## config.mk

```make
export PLATFORM = sky130hd
export DESIGN_NAME = spi_cfg_slave
export DESIGN_NICKNAME = d
export VERILOG_FILES = /design/src/rtl/spi_cfg_pkg.sv /design/src/rtl/spi_cfg_ctrl.sv /design/src/rtl/spi_cfg_datapath.sv /design/src/rtl/spi_cfg_slave.sv
export SDC_FILE = /design/constraint.sdc
export NUM_CORES = 1
export LEC_CHECK = 0
export ABC_CLOCK_PERIOD_IN_PS = 4000
export BUFFER_PORTS_ARGS = -buffer_cell sky130_fd_sc_hd__buf_4
export CORE_MARGIN = 2
export CORE_UTILIZATION = 44
export CTS_CLUSTER_SIZE = 25
export DETAILED_ROUTE_END_ITERATION = 8
export SLEW_MARGIN = 15
export SYNTH_ARGS = -nofsm -noshare
export SYNTH_HDL_FRONTEND = slang
export SYNTH_HIERARCHICAL = 1
export SYNTH_SLANG_ARGS = --single-unit
```

## constraint.sdc

```tcl
create_clock -name clk -period 4 [get_ports clk]
set_input_delay 0.2 -clock clk [delete_from_list [all_inputs] [get_ports clk]]
set_output_delay 0.2 -clock clk [all_outputs]
set_load 0.01 [all_outputs]
```

## src/rtl/spi_cfg_pkg.sv

```systemverilog
package spi_cfg_pkg;

  localparam int ADDR_W    = 5;
  localparam int MAX_BYTES = 4;
  localparam int WORD_W    = 8 * MAX_BYTES;
  localparam int BPOS_W    = $clog2(MAX_BYTES);

  typedef enum logic {
    PH_INSTR = 1'b0,
    PH_DATA  = 1'b1
  } spiPhase_t;

  // strobes from control to datapath, valid for one clk cycle
  typedef struct packed {
    logic              shift;    // take one serial bit
    logic              capture;  // store assembled write byte
    logic              commit;   // write staged word into the bank
    logic              launch;   // update the read output bit
    logic              clear;    // resync: drop partial state
    logic [BPOS_W-1:0] bytePos;  // byte lane of the current byte
    logic [2:0]        bitPos;   // bit within that byte
    logic [ADDR_W-1:0] addr;     // register of the current cycle
  } spiStrb_t;

  // number of data bytes of a register
  function automatic int regBytes(input logic [ADDR_W-1:0] a, input int numRegs);
    if (int'(a) < numRegs) return (int'(a) % MAX_BYTES) + 1;
    return 1;
  endfunction

endpackage

```

## src/rtl/spi_cfg_ctrl.sv

```systemverilog
module spi_cfg_ctrl
  import spi_cfg_pkg::*;
#(
  parameter int NUM_REGS     = 16,
  parameter int RESYNC_EDGES = 8
) (
  input  logic              clk,
  input  logic              rstN,
  input  logic              csHigh,
  input  logic              sclkRise,
  input  logic              sclkFall,
  input  logic              lsbFirst,
  input  logic              instrRw,
  input  logic [ADDR_W-1:0] instrAddr,
  output spiStrb_t          strb,
  output logic              inData,
  output logic              isRead,
  output logic [2:0]        bitCnt
);

  localparam int IDLE_W = $clog2(RESYNC_EDGES + 1);

  spiPhase_t         phase;
  logic [IDLE_W-1:0] idleCnt;
  logic [BPOS_W-1:0] byteIdx;
  logic [BPOS_W-1:0] lastIdx;
  logic [ADDR_W-1:0] addrQ;
  logic              rwQ;
  logic              rxEdge;
  logic              byteEnd;
  logic              lastByte;
  logic              instrEnd;
  logic              dataEnd;

  always_comb begin
    rxEdge   = !csHigh && sclkRise;
    byteEnd  = rxEdge && (bitCnt == 3'd7);
    lastByte = (byteIdx == lastIdx);
    instrEnd = byteEnd && (phase == PH_INSTR);
    dataEnd  = byteEnd && (phase == PH_DATA);

    strb         = '0;
    strb.shift   = rxEdge;
    strb.capture = dataEnd && !rwQ;
    strb.commit  = dataEnd && !rwQ && lastByte;
    strb.launch  = !csHigh && sclkFall && (phase == PH_DATA) && rwQ;
    strb.clear   = csHigh && sclkRise && (int'(idleCnt) >= RESYNC_EDGES - 1);
    strb.bytePos = lsbFirst ? byteIdx : (lastIdx - byteIdx);
    strb.bitPos  = lsbFirst ? bitCnt : (3'd7 - bitCnt);
    strb.addr    = addrQ;
  end

  // count serial clock edges seen while deselected
  always_ff @(posedge clk or negedge rstN) begin
    if (!rstN) begin
      idleCnt <= '0;
    end else if (!csHigh) begin
      idleCnt <= '0;
    end else if (sclkRise && (int'(idleCnt) < RESYNC_EDGES)) begin
      idleCnt <= idleCnt + IDLE_W'(1);
    end
  end

  always_ff @(posedge clk or negedge rstN) begin
    if (!rstN) begin
      phase   <= PH_INSTR;
      bitCnt  <= '0;
      byteIdx <= '0;
      lastIdx <= '0;
      addrQ   <= '0;
      rwQ     <= 1'b0;
    end else if (strb.clear) begin
      phase   <= PH_INSTR;
      bitCnt  <= '0;
      byteIdx <= '0;
    end else if (rxEdge) begin
      bitCnt <= bitCnt + 3'd1;
      if (instrEnd) begin
        rwQ     <= instrRw;
        addrQ   <= instrAddr;
        lastIdx <= BPOS_W'(regBytes(instrAddr, NUM_REGS) - 1);
        byteIdx <= '0;
        phase   <= PH_DATA;
      end else if (dataEnd) begin
        if (lastByte) phase <= PH_INSTR;
        else          byteIdx <= byteIdx + BPOS_W'(1);
      end
    end
  end

  assign inData = (phase == PH_DATA);
  assign isRead = rwQ;

endmodule

```

## src/rtl/spi_cfg_datapath.sv

```systemverilog
module spi_cfg_datapath
  import spi_cfg_pkg::*;
#(
  parameter int NUM_REGS = 16
) (
  input  logic              clk,
  input  logic              rstN,
  input  logic              sdiBit,
  input  spiStrb_t          strb,
  output logic              instrRw,
  output logic [ADDR_W-1:0] instrAddr,
  output logic              txBit,
  output logic              lsbFirst,
  output logic              threeWire
);

  logic [7:0]                         shiftQ;
  logic [7:0]                         rxByte;
  logic [WORD_W-1:0]                  wrBuf;
  logic [WORD_W-1:0]                  merged;
  logic [WORD_W-1:0]                  rdWord;
  logic [NUM_REGS-1:0][WORD_W-1:0]    regFlat;

  // byte as it stands once the current bit is included
  always_comb begin
    rxByte = lsbFirst ? {sdiBit, shiftQ[7:1]} : {shiftQ[6:0], sdiBit};
  end

  always_comb begin
    merged = wrBuf;
    merged[8*strb.bytePos +: 8] = rxByte;
  end

  always_comb begin
    rdWord = '0;
    for (int i = 0; i < NUM_REGS; i++) begin
      if (strb.addr == ADDR_W'(i)) rdWord = regFlat[i];
    end
  end

  always_ff @(posedge clk or negedge rstN) begin
    if (!rstN) begin
      shiftQ <= '0;
      wrBuf  <= '0;
      txBit  <= 1'b0;
    end else begin
      if (strb.clear)        shiftQ <= '0;
      else if (strb.shift)   shiftQ <= rxByte;
      if (strb.clear)        wrBuf  <= '0;
      else if (strb.capture) wrBuf  <= merged;
      if (strb.launch)       txBit  <= rdWord[{strb.bytePos, strb.bitPos}];
    end
  end

  for (genvar g = 0; g < NUM_REGS; g++) begin : gReg
    localparam int NB = regBytes(ADDR_W'(g), NUM_REGS);
    localparam logic [WORD_W-1:0] MASK = WORD_W'((64'd1 << (8 * NB)) - 64'd1);
    logic [WORD_W-1:0] val;
    always_ff @(posedge clk or negedge rstN) begin
      if (!rstN) begin
        val <= '0;
      end else if (strb.commit && (strb.addr == ADDR_W'(g))) begin
        val <= merged & MASK;
      end
    end
    assign regFlat[g] = val;
  end

  assign instrRw   = rxByte[7];
  assign instrAddr = rxByte[ADDR_W-1:0];
  assign threeWire = regFlat[0][7];
  assign lsbFirst  = regFlat[0][6];

endmodule

```

## src/rtl/spi_cfg_slave.sv

```systemverilog
module spi_cfg_slave
  import spi_cfg_pkg::*;
#(
  parameter int NUM_REGS     = 16,
  parameter int RESYNC_EDGES = 8,
  parameter int SYNC_STAGES  = 2
) (
  input  logic clk,
  input  logic rstN,
  input  logic sclk,
  input  logic csN,
  input  logic sdioIn,
  output logic sdioOut,
  output logic sdioOe,
  output logic sdoOut,
  output logic sdoOe
);

  logic [SYNC_STAGES-1:0] sclkPipe;
  logic [SYNC_STAGES-1:0] csPipe;
  logic [SYNC_STAGES-1:0] sdiPipe;
  logic                   sclkLast;
  logic                   sclkSync;
  logic                   csNSync;
  logic                   sdiSync;
  logic                   sclkRise;
  logic                   sclkFall;
  spiStrb_t               strb;
  logic                   inData;
  logic                   isRead;
  logic [2:0]             bitCnt;
  logic                   instrRw;
  logic [ADDR_W-1:0]      instrAddr;
  logic                   txBit;
  logic                   lsbFirst;
  logic                   threeWire;
  logic                   readDrive;

  always_ff @(posedge clk or negedge rstN) begin
    if (!rstN) begin
      sclkPipe <= '0;
      csPipe   <= '1;
      sdiPipe  <= '0;
      sclkLast <= 1'b0;
    end else begin
      sclkPipe <= {sclkPipe[SYNC_STAGES-2:0], sclk};
      csPipe   <= {csPipe[SYNC_STAGES-2:0], csN};
      sdiPipe  <= {sdiPipe[SYNC_STAGES-2:0], sdioIn};
      sclkLast <= sclkSync;
    end
  end

  assign sclkSync = sclkPipe[SYNC_STAGES-1];
  assign csNSync  = csPipe[SYNC_STAGES-1];
  assign sdiSync  = sdiPipe[SYNC_STAGES-1];
  assign sclkRise = sclkSync && !sclkLast;
  assign sclkFall = !sclkSync && sclkLast;

  spi_cfg_ctrl #(
    .NUM_REGS    (NUM_REGS),
    .RESYNC_EDGES(RESYNC_EDGES)
  ) i_ctrl (
    .clk      (clk),
    .rstN     (rstN),
    .csHigh   (csNSync),
    .sclkRise (sclkRise),
    .sclkFall (sclkFall),
    .lsbFirst (lsbFirst),
    .instrRw  (instrRw),
    .instrAddr(instrAddr),
    .strb     (strb),
    .inData   (inData),
    .isRead   (isRead),
    .bitCnt   (bitCnt)
  );

  spi_cfg_datapath #(
    .NUM_REGS(NUM_REGS)
  ) i_dp (
    .clk      (clk),
    .rstN     (rstN),
    .sdiBit   (sdiSync),
    .strb     (strb),
    .instrRw  (instrRw),
    .instrAddr(instrAddr),
    .txBit    (txBit),
    .lsbFirst (lsbFirst),
    .threeWire(threeWire)
  );

  assign readDrive = !csNSync && inData && isRead;
  assign sdoOe     = readDrive && !threeWire;
  assign sdioOe    = readDrive && threeWire;
  assign sdoOut    = txBit;
  assign sdioOut   = txBit;

endmodule

```

# Word level (Yosys, flattened, before mapping)
# Index checks and enable logic that the tools add are counted.
[word_totals]
romBits = 0
mem_bits_rw = 0
in_bits = 5
wordCells = 161
memories = 0
register_bits = 386
latchBits = 0
[op_classes]
n_reduce_logical = 47
div = 0
n_mul = 0
shift = 2
muxes = 49
eq_ne = 19
order_cmp = 4
n_addsub = 8
n_bitwise = 2
[op_table]
columns = ["cell", "n"]
rows = [
  ["$mux W32", 17],
  ["$eq A5 B4 Y1 const B", 8],
  ["$logic_and A1 B1 Y1", 34],
  ["$neg A5 Y34", 1],
  ["$shift A8 B34 Y32 const A", 1],
  ["$shiftx A8 B34 Y32", 1],
  ["$bwmux W32", 1],
  ["$mux W8", 4],
  ["$mux W2", 11],
  ["$eq A5 B3 Y1 const B", 4],
  ["$eq A5 B2 Y1 const B", 2],
  ["$mux W1", 10],
  ["$mux W3", 3],
  ["$reduce_and A3 Y1", 3],
  ["$mux W4", 2],
  ["$lt A5 B6 Y1 const B", 1],
  ["$reduce_bool A3 Y1", 2],
  ["$bmux W1 S5", 1],
  ["$eq A5 B1 Y1 const B", 1],
  ["$logic_not A1 Y1", 5],
  ["$logic_not A5 Y1", 1],
  ["$lt A5 B5 Y1 const B", 1],
  ["$add A2 B1 Y2 const B", 2],
  ["$add A4 B1 Y4 const B", 1],
  ["other kinds (12)", 14],
]

# Logic depth before layout (Yosys ltp)
# Gate-level depths: netlist of the first run.
[depth]
ltp_word = 19
mapped_depth = 12

# By module
# Netlist of the first run, hierarchy kept.
[modules_own_cells]
columns = ["module", "cells_per_inst", "instances", "area_per_inst_um2", "seq_area_each_um2"]
rows = [
  ["spi_cfg_datapath", 1773, 1, 16558.4, 9033.7],
  ["spi_cfg_ctrl", 87, 1, 980.9, 450.4],
  ["spi_cfg_slave", 12, 1, 221.5, 177.7],
]

# Least setup slack after synthesis of the first run
# No wires, ideal clock.
[synth_path]
path_kind = "register to register"
startpoint = "reg i_ctrl.byteIdx[0]"
endpoint = "reg i_dp.wrBuf[24]"
slack_ps = 937
arrival_time_ps = 2969
path_buffers = 0
setup_time_ps = 94
stages_incl_launch_ff = 8
cell_sequence = "dfrtp_1 ha_1 mux2i_1 inv_1 ha_1 nor4b_1 a21oi_1 a211oi_1"
[synth_rtl]
columns = ["item", "line_no", "source"]
rows = [
  ["from (decl)", "spi_cfg_ctrl.sv:25", "logic [BPOS_W-1:0] byteIdx;"],
  ["from (signal assigned)", "spi_cfg_ctrl.sv:86", "else byteIdx <= byteIdx + BPOS_W'(1);"],
  ["to (signal assigned)", "spi_cfg_datapath.sv:50", "else if (strb.capture) wrBuf <= merged;"],
  ["to (decl)", "spi_cfg_datapath.sv:19", "logic [WORD_W-1:0] wrBuf;"],
]

# Final worst setup path of the first run
[layout_path]
startpoint = "reg i_ctrl.addrQ[1]"
endpoint = "reg i_dp.txBit"
[layout_via]
elab_chain_cells = 19
word_cells_on_any_way = 34
[layout_rtl]
columns = ["item", "line_no", "source"]
rows = [
  ["from (decl)", "spi_cfg_ctrl.sv:27", "logic [ADDR_W-1:0] addrQ;"],
  ["from (signal assigned)", "spi_cfg_ctrl.sv:80", "addrQ <= instrAddr;"],
  ["$logic_not A5 Y1", "spi_cfg_datapath.sv:37", "if (strb.addr == ADDR_W'(i)) rdWord = regFlat[i];"],
  ["$mux W8", "spi_cfg_datapath.sv:37", ""],
  ["$mux W32 (14 in a row)", "spi_cfg_datapath.sv:37", ""],
  ["$mux W32 (*)", "spi_cfg_datapath.sv:37", ""],
  ["$bmux W1 S5 (*)", "spi_cfg_datapath.sv:51", "if (strb.launch) txBit <= rdWord[{strb.bytePos, strb.bitPos}];"],
  ["$mux W1 (not written as such) (*)", "spi_cfg_datapath.sv:51", ""],
  ["to (signal assigned)", "spi_cfg_datapath.sv:51", ""],
  ["to (decl)", "spi_cfg_datapath.sv:12", "output logic txBit,"],
]
# Every way passes the cells marked *; elsewhere a longest branch is shown, timed or not. The select of a mux whose other input is x is not followed.
# A chain may end at the register's enable or synchronous reset.

==> metrics.md, run 1 <==
| Metric | Value |
|---|---|
| Status | complete, no violations |
| Number of CTS-inserted buffers | 42 |
| Switch share | 0.319 |
| DP HPWL | 37.3 mm |
| Clk sinks | 386 |
| Synth Warn # | 6 |
| Total gr overflow | 0 |
| Pre-antenna DRT Iters | 5 |
| I/O Buffers | 8 |
| Total number of vias | 14400 |
| Netlist cell types | 84 |
| Share of the synthesized area in the top cell type | 0.541 |
| Comb pwr share | 0.207 |
| Hold Vio Cnt, Final | 0 |
| Post_cts resized | 0 |
| DR iter-0 viols | 1277 |
| Syn Area/Cell | 9.49 µm² |
| Worst-case reg-to-reg path depth | 10 |
| Sequential-to-total area share from yosys stat | 0.544 |
| Worst min path class | in -> async |
| P_sw | 0.00321 W |
| Internal Power | 0.00684 W |
| CTS Root Cell | clkbuf_16 |
| Crit path largest cell delay | 0.69 ns |
| Slew Limit Fails | 0 |
| Period minus WS final | 3.62 ns |
| Number of global-route vias before repair | 14000 |
| Clock Skew | 0.0265 ns |
| Hold Worst Slack | 0.215 ns |
| EDFF count, synth | 0 |
| R2R Path End | i_dp/txBit |
| Row count | 73 |
| CP Capture Type | register |
| R2R Setup Slk | 0.38 ns |
| CP max FO | 18 |
| Cells after synthesis | 1872 |
| Slew margin rel. | 0.232 |
| I/O pins | 9 |
| Share of cells above drive strength 1 | 0.113 |
| Pleak | 8.58 nW |
| Synth cell count leaders | nand2_1 (403), dfrtp_1 (384), o21ai_0 (372) |
| Worst-path clk slew | 0.06 ns |
| First-pass GRT wire length | 88.5 mm |
| Final period util | 0.904 |
| Main synth FF type | dfrtp_1 |
| Worst Max-Slew Pin Slew | 1.15 ns |
| GP Congestion | 0.889 |
| Layout area overhead | 12.6% |
| Latest clock arrival within the worst-skew pair | 0.58 ns |
| Die area | 42000 µm² |
| # fillers | 3769 |
| Core area | 39800 µm² |
| Cell taking the most area after synthesis | dfrtp_1 |
| Synth Register Bits | 386 |
| Final worst setup slack | 0.384 ns |
| Syn Std Cell Area | 17800 µm² |
| Final core occ | 0.502 |
| Largest net degree at the start of global routing | 93 |
| Ranking of synthesized cells by area | dfrtp_1 (54%), o21ai_0 (10%), nand2_1 (8.5%) |
| Die height | 205 µm |
| CP cell instances | buf_4 -> nand3b_1 -> o2bb2ai_1 -> nand2_1 -> a221oi_1 -> o21ai_0 -> a211oi_1 -> a22o_1 -> o31a_1 -> o221ai_2 |
| Fmax | 0.277 GHz |
| Post-DR wirelength/cell | 23.3 µm |
| Initial antenna violation count | 0 |
| Critical-path top delay cell | dfrtp_1 |
| Final setup fails | 0 |
| Async S/R FF share, synth | 1.00 |
| Post-layout net count | 1876 |
| Peak VDD IR | 369 µV |
| Via/cell ratio | 5.94 |
| CTS tree | built |
| WL final | 56.4 mm |
| Req. time, crit path | 4.44 ns |
| Max Cap Viol | 0 |
| Pre-CTS WS | 0.490 ns |
| Sequential power share | 0.407 |
| Tot GR Track Use | 0.280 |
| Initial Utilization | 0.446 |
| Synth Net Count | 1886 |
| Clock power share | 0.387 |
| Clock Path Buffers | 3 |
| Detail Route Antenna Nets | 0 |
| WS Path Type | reg -> reg |
| Die Wd | 205 µm |
| Unrepaired setup endpoints after global routing | no |
| Power density cells | 502 nW/µm² |
| Reg2reg start | i_ctrl/addrQ[1] |
| Diode count | 0 |
| Post-route DRC violation count | 0 |
| Worst Path Arrival | 4.06 ns |
| Setup TNS | 0 ns |
| Startpoint Class | register |
| Count leader, synth | nand2_1 |
| H-tree Lvls | 2 |
layout make-up:
class	count	area (µm²)	area share
timing repair buffer	88	778	0.0389
multi-input combinational	1331	7480	0.374
tap	525	657	0.0328
clock inverter	11	88.8	0.00444
inverter	13	48.8	0.00244
sequential	386	9660	0.483
clock buffer	63	1290	0.0646
timing repair:
action | in CTS | in global routing
hold buffers | 4 | 0
endpoints found under the hold margin | 77 | 0
buffers inserted | 0 | 0
layer usage:
metal | up-vias | track usage | share of wire
li1 | 6613 | - | -
met1 | 7168 | 0.402 | 0.45
met2 | 476 | 0.431 | 0.46
met3 | 110 | 0.0372 | 0.057
met4 | 0 | 0.110 | 0.036
met5 | - | 0 | 0
flip-flops by register name, indices dropped and copies added (netlist names):
signal / flops
i_dp/gReg.val: 320
i_dp/wrBuf: 32
i_dp/shiftQ: 8
i_ctrl/addrQ: 5
i_ctrl/idleCnt: 4
i_ctrl/bitCnt: 3
csPipe: 2
i_ctrl/byteIdx: 2
i_ctrl/lastIdx: 2
sclkPipe: 2
sdiPipe: 2
i_ctrl/inData: 1
i_ctrl/isRead: 1
i_dp/txBit: 1
sclkLast: 1
worst max path at each step:
stage / cells after the start / end / startpoint
after CTS: 10 / i_dp/txBit / i_ctrl/addrQ[2]
after global routing: 10 / i_dp/txBit / i_ctrl/addrQ[1]
after global placement: 9 / i_dp/wrBuf[17] / i_ctrl/byteIdx[0]
final: 10 / i_dp/txBit / i_ctrl/addrQ[1]
after floorplan: 7 / i_dp/wrBuf[24] / i_ctrl/byteIdx[0]
after detailed placement: 10 / i_dp/txBit / i_ctrl/addrQ[2]
placed cells by master, fill, tap and decap left out, types with 5 or more instances in the layout:
master     netlist  layout
a221oi_1        17      17
o221ai_1         8       8
a2111oi_0        8       8
nand2b_1         8       8
nor2_1          73      71
nand3_1         23      23
clkbuf_1       103       6
nor3_1          14      14
a22oi_1         28      28
buf_12           0       8
mux2_2          14      14
xnor2_1          7       5
inv_1           11      11
o21a_1           5       5
a211oi_1        42      42
clkbuf_16        0      43
o22ai_1         20      20
buf_4            8      75
mux4_2          12      12
nor2b_1         43      43
a22o_1           6       6
o211ai_1         7       7
ha_1             9       9
dfrtp_1        384     383
o21ai_0        372     372
a21oi_1         83      82
nand2_1        403     399
mux2i_1         22      22
a31oi_1          6       6
clkbuf_8         0      14
clkinv_2         0       7
power groups by stage:
stage / Combinational, W / Clock [W] / Sequential (W)
2_1_floorplan: 0.00111 / 0 / 0.00411
3_3_place_gp: 0.00204 / 0 / 0.00415
3_5_place_dp: 0.00205 / 0 / 0.00415
4_1_cts: 0.00206 / 0.00395 / 0.00408
5_1_grt: 0.00220 / 0.00413 / 0.00410
6_report: 0.00208 / 0.00389 / 0.00409
cell families after synthesis:
| family | count (synthesis) | synth area share |
|---|---|---|
| DFF | 386 | 0.544 |
| and+or+nand+nor | 615 | 0.155 |
| adders and majority gates | 9 | 0.00634 |
| muxes | 48 | 0.0365 |
| xor gates and xnor gates | 8 | 0.00395 |
| AOI/OAI and AO/OA | 651 | 0.216 |
| buffers and inverters | 155 | 0.0379 |
metrics by stage:
stage	instances	power, W	instance area [µm²]
5_1_grt	2417	0.0104	20000
3_3_place_gp	2339	0.00619	18600
2_1_floorplan	1872	0.00522	17800
3_5_place_dp	2339	0.00620	18600
4_1_cts	2417	0.0101	20000
6_report	2417	0.0100	20000
critical path, delay by kind of cell, from the launching register on:
kind / cells / cell delay [ns]
and+or+nand+nor: 2 / 0.58
buffers and inverters: 1 / 0.35
DFF: 1 / 0.69
AOI/OAI and AO/OA: 7 / 1.86
Note: power is estimated with default switching activity, not from simulation.
==> inputs of run 2 (changes only) <==
Settings changed: ABC_CLOCK_PERIOD_IN_PS 4000 to 3400.
Clock period 4 ns to 3.4 ns, I/O delays scaled along.
==> run 2 against run 1 <==
Compared with the run above: worst hold slack got worse by 0.051 ns; critical path type unchanged; combinational power rose by 26%; largest power group unchanged; register-to-register slack worse by 0.21 ns; count of clock-buffer cells in the layout is 1 higher.
==> metrics.md, run 2 (synthesized netlist as in run 1, its figures left out) <==
| Metric | Value |
|---|---|
| Final core occ | 0.509 (+0.00682) |
| Max reg flops | 320 (unchanged) |
| GP Congestion | 0.889 (about the same) |
| Commonest non-fill, non-tap cell in the layout | nand2_1 |
| CP cell instances | buf_4 -> nand2_1 -> nor2_4 -> buf_4 -> a22o_1 -> a221oi_1 -> nand3_1 -> a2111oi_0 -> a2111oi_0 -> o21ai_1 -> o221ai_2 |
| Core area | 39800 µm² (unchanged) |
| Comb pwr share | 0.219 (+0.012) |
| Initial Utilization | 0.446 (unchanged) |
| DR iter-0 viols | 1395 (+9.2%) |
| Biggest register | i_dp/gReg.val |
| Hold Worst Slack | 0.164 ns (-0.0507 ns) |
| H-tree Lvls | 2 (unchanged) |
| Die area | 42000 µm² (unchanged) |
| Pre-antenna DRT Iters | 5 (unchanged) |
| Pleak | 8.72 nW (+1.6%) |
| Worst-case reg-to-reg path depth | 11 (+1) |
| Critical-path top delay cell | a2111oi_0 |
| Final period util | 0.949 (+0.0445) |
| CP Capture Point | i_dp/txBit |
| P_sw | 0.00390 W (+22%) |
| Req. time, crit path | 3.85 ns (-0.59 ns) |
| DP HPWL | 38.2 mm (+2.6%) |
| Number of CTS-inserted buffers | 42 (unchanged) |
| Number of buffers and inverters on the critical path | 2 (+1) |
| Crit path largest cell delay | 0.53 ns (-0.16 ns) |
| Max Cap Viol | 0 (unchanged) |
| Row count | 73 (unchanged) |
| Period minus WS final | 3.23 ns (-0.391 ns) |
| Number of global-route vias before repair | 14200 (+1.7%) |
| Total number of vias | 14300 (-0.47%) |
| CTS Root Cell | clkbuf_16 |
| Status | complete, no violations |
| I/O Buffers | 8 (unchanged) |
| R2R Setup Slk | 0.17 ns (-0.21 ns) |
| Setup repair bufs after CTS | 0 (unchanged) |
| Unrepaired setup endpoints after global routing | no |
| Setup TNS | 0 ns (unchanged) |
| Setup crit start | i_ctrl/addrQ[2] |
| Share of cells above drive strength 1 | 0.123 (+0.0102) |
| Hold Vio Cnt, Final | 0 (unchanged) |
| Clock power share | 0.382 (-0.005) |
| Die Wd | 205 µm (unchanged) |
| Regs by FF count | i_dp/gReg.val (320), i_dp/wrBuf (32), i_dp/shiftQ (8) |
| Die height | 205 µm (unchanged) |
| Slew Limit Fails | 0 (unchanged) |
| Clk sinks | 386 (unchanged) |
| Post-DR wirelength/cell | 23.6 µm (+0.98%) |
| Final setup fails | 0 (unchanged) |
| Switch share | 0.324 (+0.00514) |
| Placed instance area | 18800 µm² (+1.3%) |
| WS Path Type | reg -> reg |
| Fmax | 0.310 GHz (+12%) |
| Initial antenna violation count | 0 (unchanged) |
| Worst Max-Slew Pin Slew | 0.887 ns (-0.262 ns) |
| Most frequent cells in the layout | nand2_1 (399), dfrtp_1 (382), o21ai_0 (372) |
| Post-route DRC violation count | 0 (unchanged) |
| Clock Skew | 0.0127 ns (-0.0138 ns) |
| R2R Path End | i_dp/txBit |
| Latest clock arrival within the worst-skew pair | 0.58 ns (about the same) |
| First-pass GRT wire length | 90.1 mm (+1.8%) |
| Final non-filler cell area | 20300 µm² (+1.4%) |
| Slew margin rel. | 0.406 (+0.174) |
| Internal Power | 0.00813 W (+19%) |
| Startpoint Class | register |
| CP max FO | 12 (-6) |
| Worst-path clk slew | 0.06 ns (about the same) |
| Largest net degree at the start of global routing | 79 (-15%) |
| Tot GR Track Use | 0.286 (+0.00592) |
| WL final | 57.7 mm (+2.3%) |
| Post-layout net count | 1905 (+1.5%) |
| Via/cell ratio | 5.84 (-1.7%) |
| Power density cells | 593 nW/µm² (+18%) |
| Layout area overhead | 14.2% |
| Peak VDD IR | 374 µV (+1.3%) |
| Clock Path Buffers | 3 (unchanged) |
| Sequential power share | 0.399 (-0.008) |
| CP delay by family, top | compound AO/OA/AOI/OAI gates |
| Worst Path Arrival | 3.68 ns (-0.38 ns) |
| CTS tree | built |
| Levels on crit path | 11 (+1) |
| CP Capture Type | register |
| Detail Route Antenna Nets | 0 (unchanged) |
| Total gr overflow | 0 (unchanged) |
| # fillers | 3703 (-1.8%) |
| Worst min path class | in -> async |
| I/O pins | 9 (unchanged) |
| Reg2reg start | i_ctrl/addrQ[2] |
[run 2: cell type report]
cell class / count / area (µm²) / share of cell area
sequential: 386 / 9660 / 0.477
timing repair buffer: 117 / 1050 / 0.0520
antenna: 1 / 2.50 / 0.000123
clock inverter: 11 / 151 / 0.00747
tap: 525 / 657 / 0.0324
inverter: 13 / 48.8 / 0.00241
clock buffer: 64 / 1200 / 0.0594
multi-input combinational: 1331 / 7490 / 0.370
[run 2: routing by layer]
layer	wire (µm)	global-route usage	share of wire
met2	26300	0.443	0.46
met4	2230	0.115	0.039
met1	25500	0.407	0.44
met5	0	0	0
met3	3600	0.0379	0.062
[run 2: worst min path at each step]
| stage | startpoint | to | slack (ns) | depth (start not counted) |
|---|---|---|---|---|
| 6_report | rstN | i_dp/gReg[1].val[3] | 0.16 | 2 |
| 3_3_place_gp | rstN | i_dp/gReg[3].val[1] | 0.19 | 1 |
| 2_1_floorplan | rstN | i_ctrl/addrQ[0] | -0.13 | 0 |
| 4_1_cts | rstN | i_dp/gReg[3].val[1] | 0.19 | 2 |
| 3_5_place_dp | rstN | i_dp/gReg[3].val[1] | 0.20 | 1 |
| 5_1_grt | rstN | i_dp/gReg[3].val[1] | 0.22 | 2 |
[run 2: repair_timing]
action / CTS / global route
gates resized for setup: 0 / 6
endpoints found under the hold margin: 68 / 0
setup endpoints to repair: 0 / 11
hold buffers: 4 / 0
[run 2: power by group through the flow]
| stage | Combinational, W | Clock (W) | Sequential, W |
|---|---|---|---|
| 6_report | 0.00263 | 0.00460 | 0.00480 |
| 5_1_grt | 0.00277 | 0.00488 | 0.00481 |
| 4_1_cts | 0.00259 | 0.00469 | 0.00479 |
| 3_5_place_dp | 0.00258 | 0 | 0.00488 |
| 3_3_place_gp | 0.00257 | 0 | 0.00487 |
| 2_1_floorplan | 0.00130 | 0 | 0.00484 |
[run 2: metrics by stage]
stage | std cells | power, W | setup WS, ns
after floorplan | 1872 | 0.00614 | 0.337
after global placement | 2367 | 0.00744 | -0.227
after detailed placement | 2367 | 0.00745 | 0.0961
after CTS | 2446 | 0.0121 | 0.0815
after global routing | 2447 | 0.0125 | 0.0203
final | 2448 | 0.0120 | 0.175
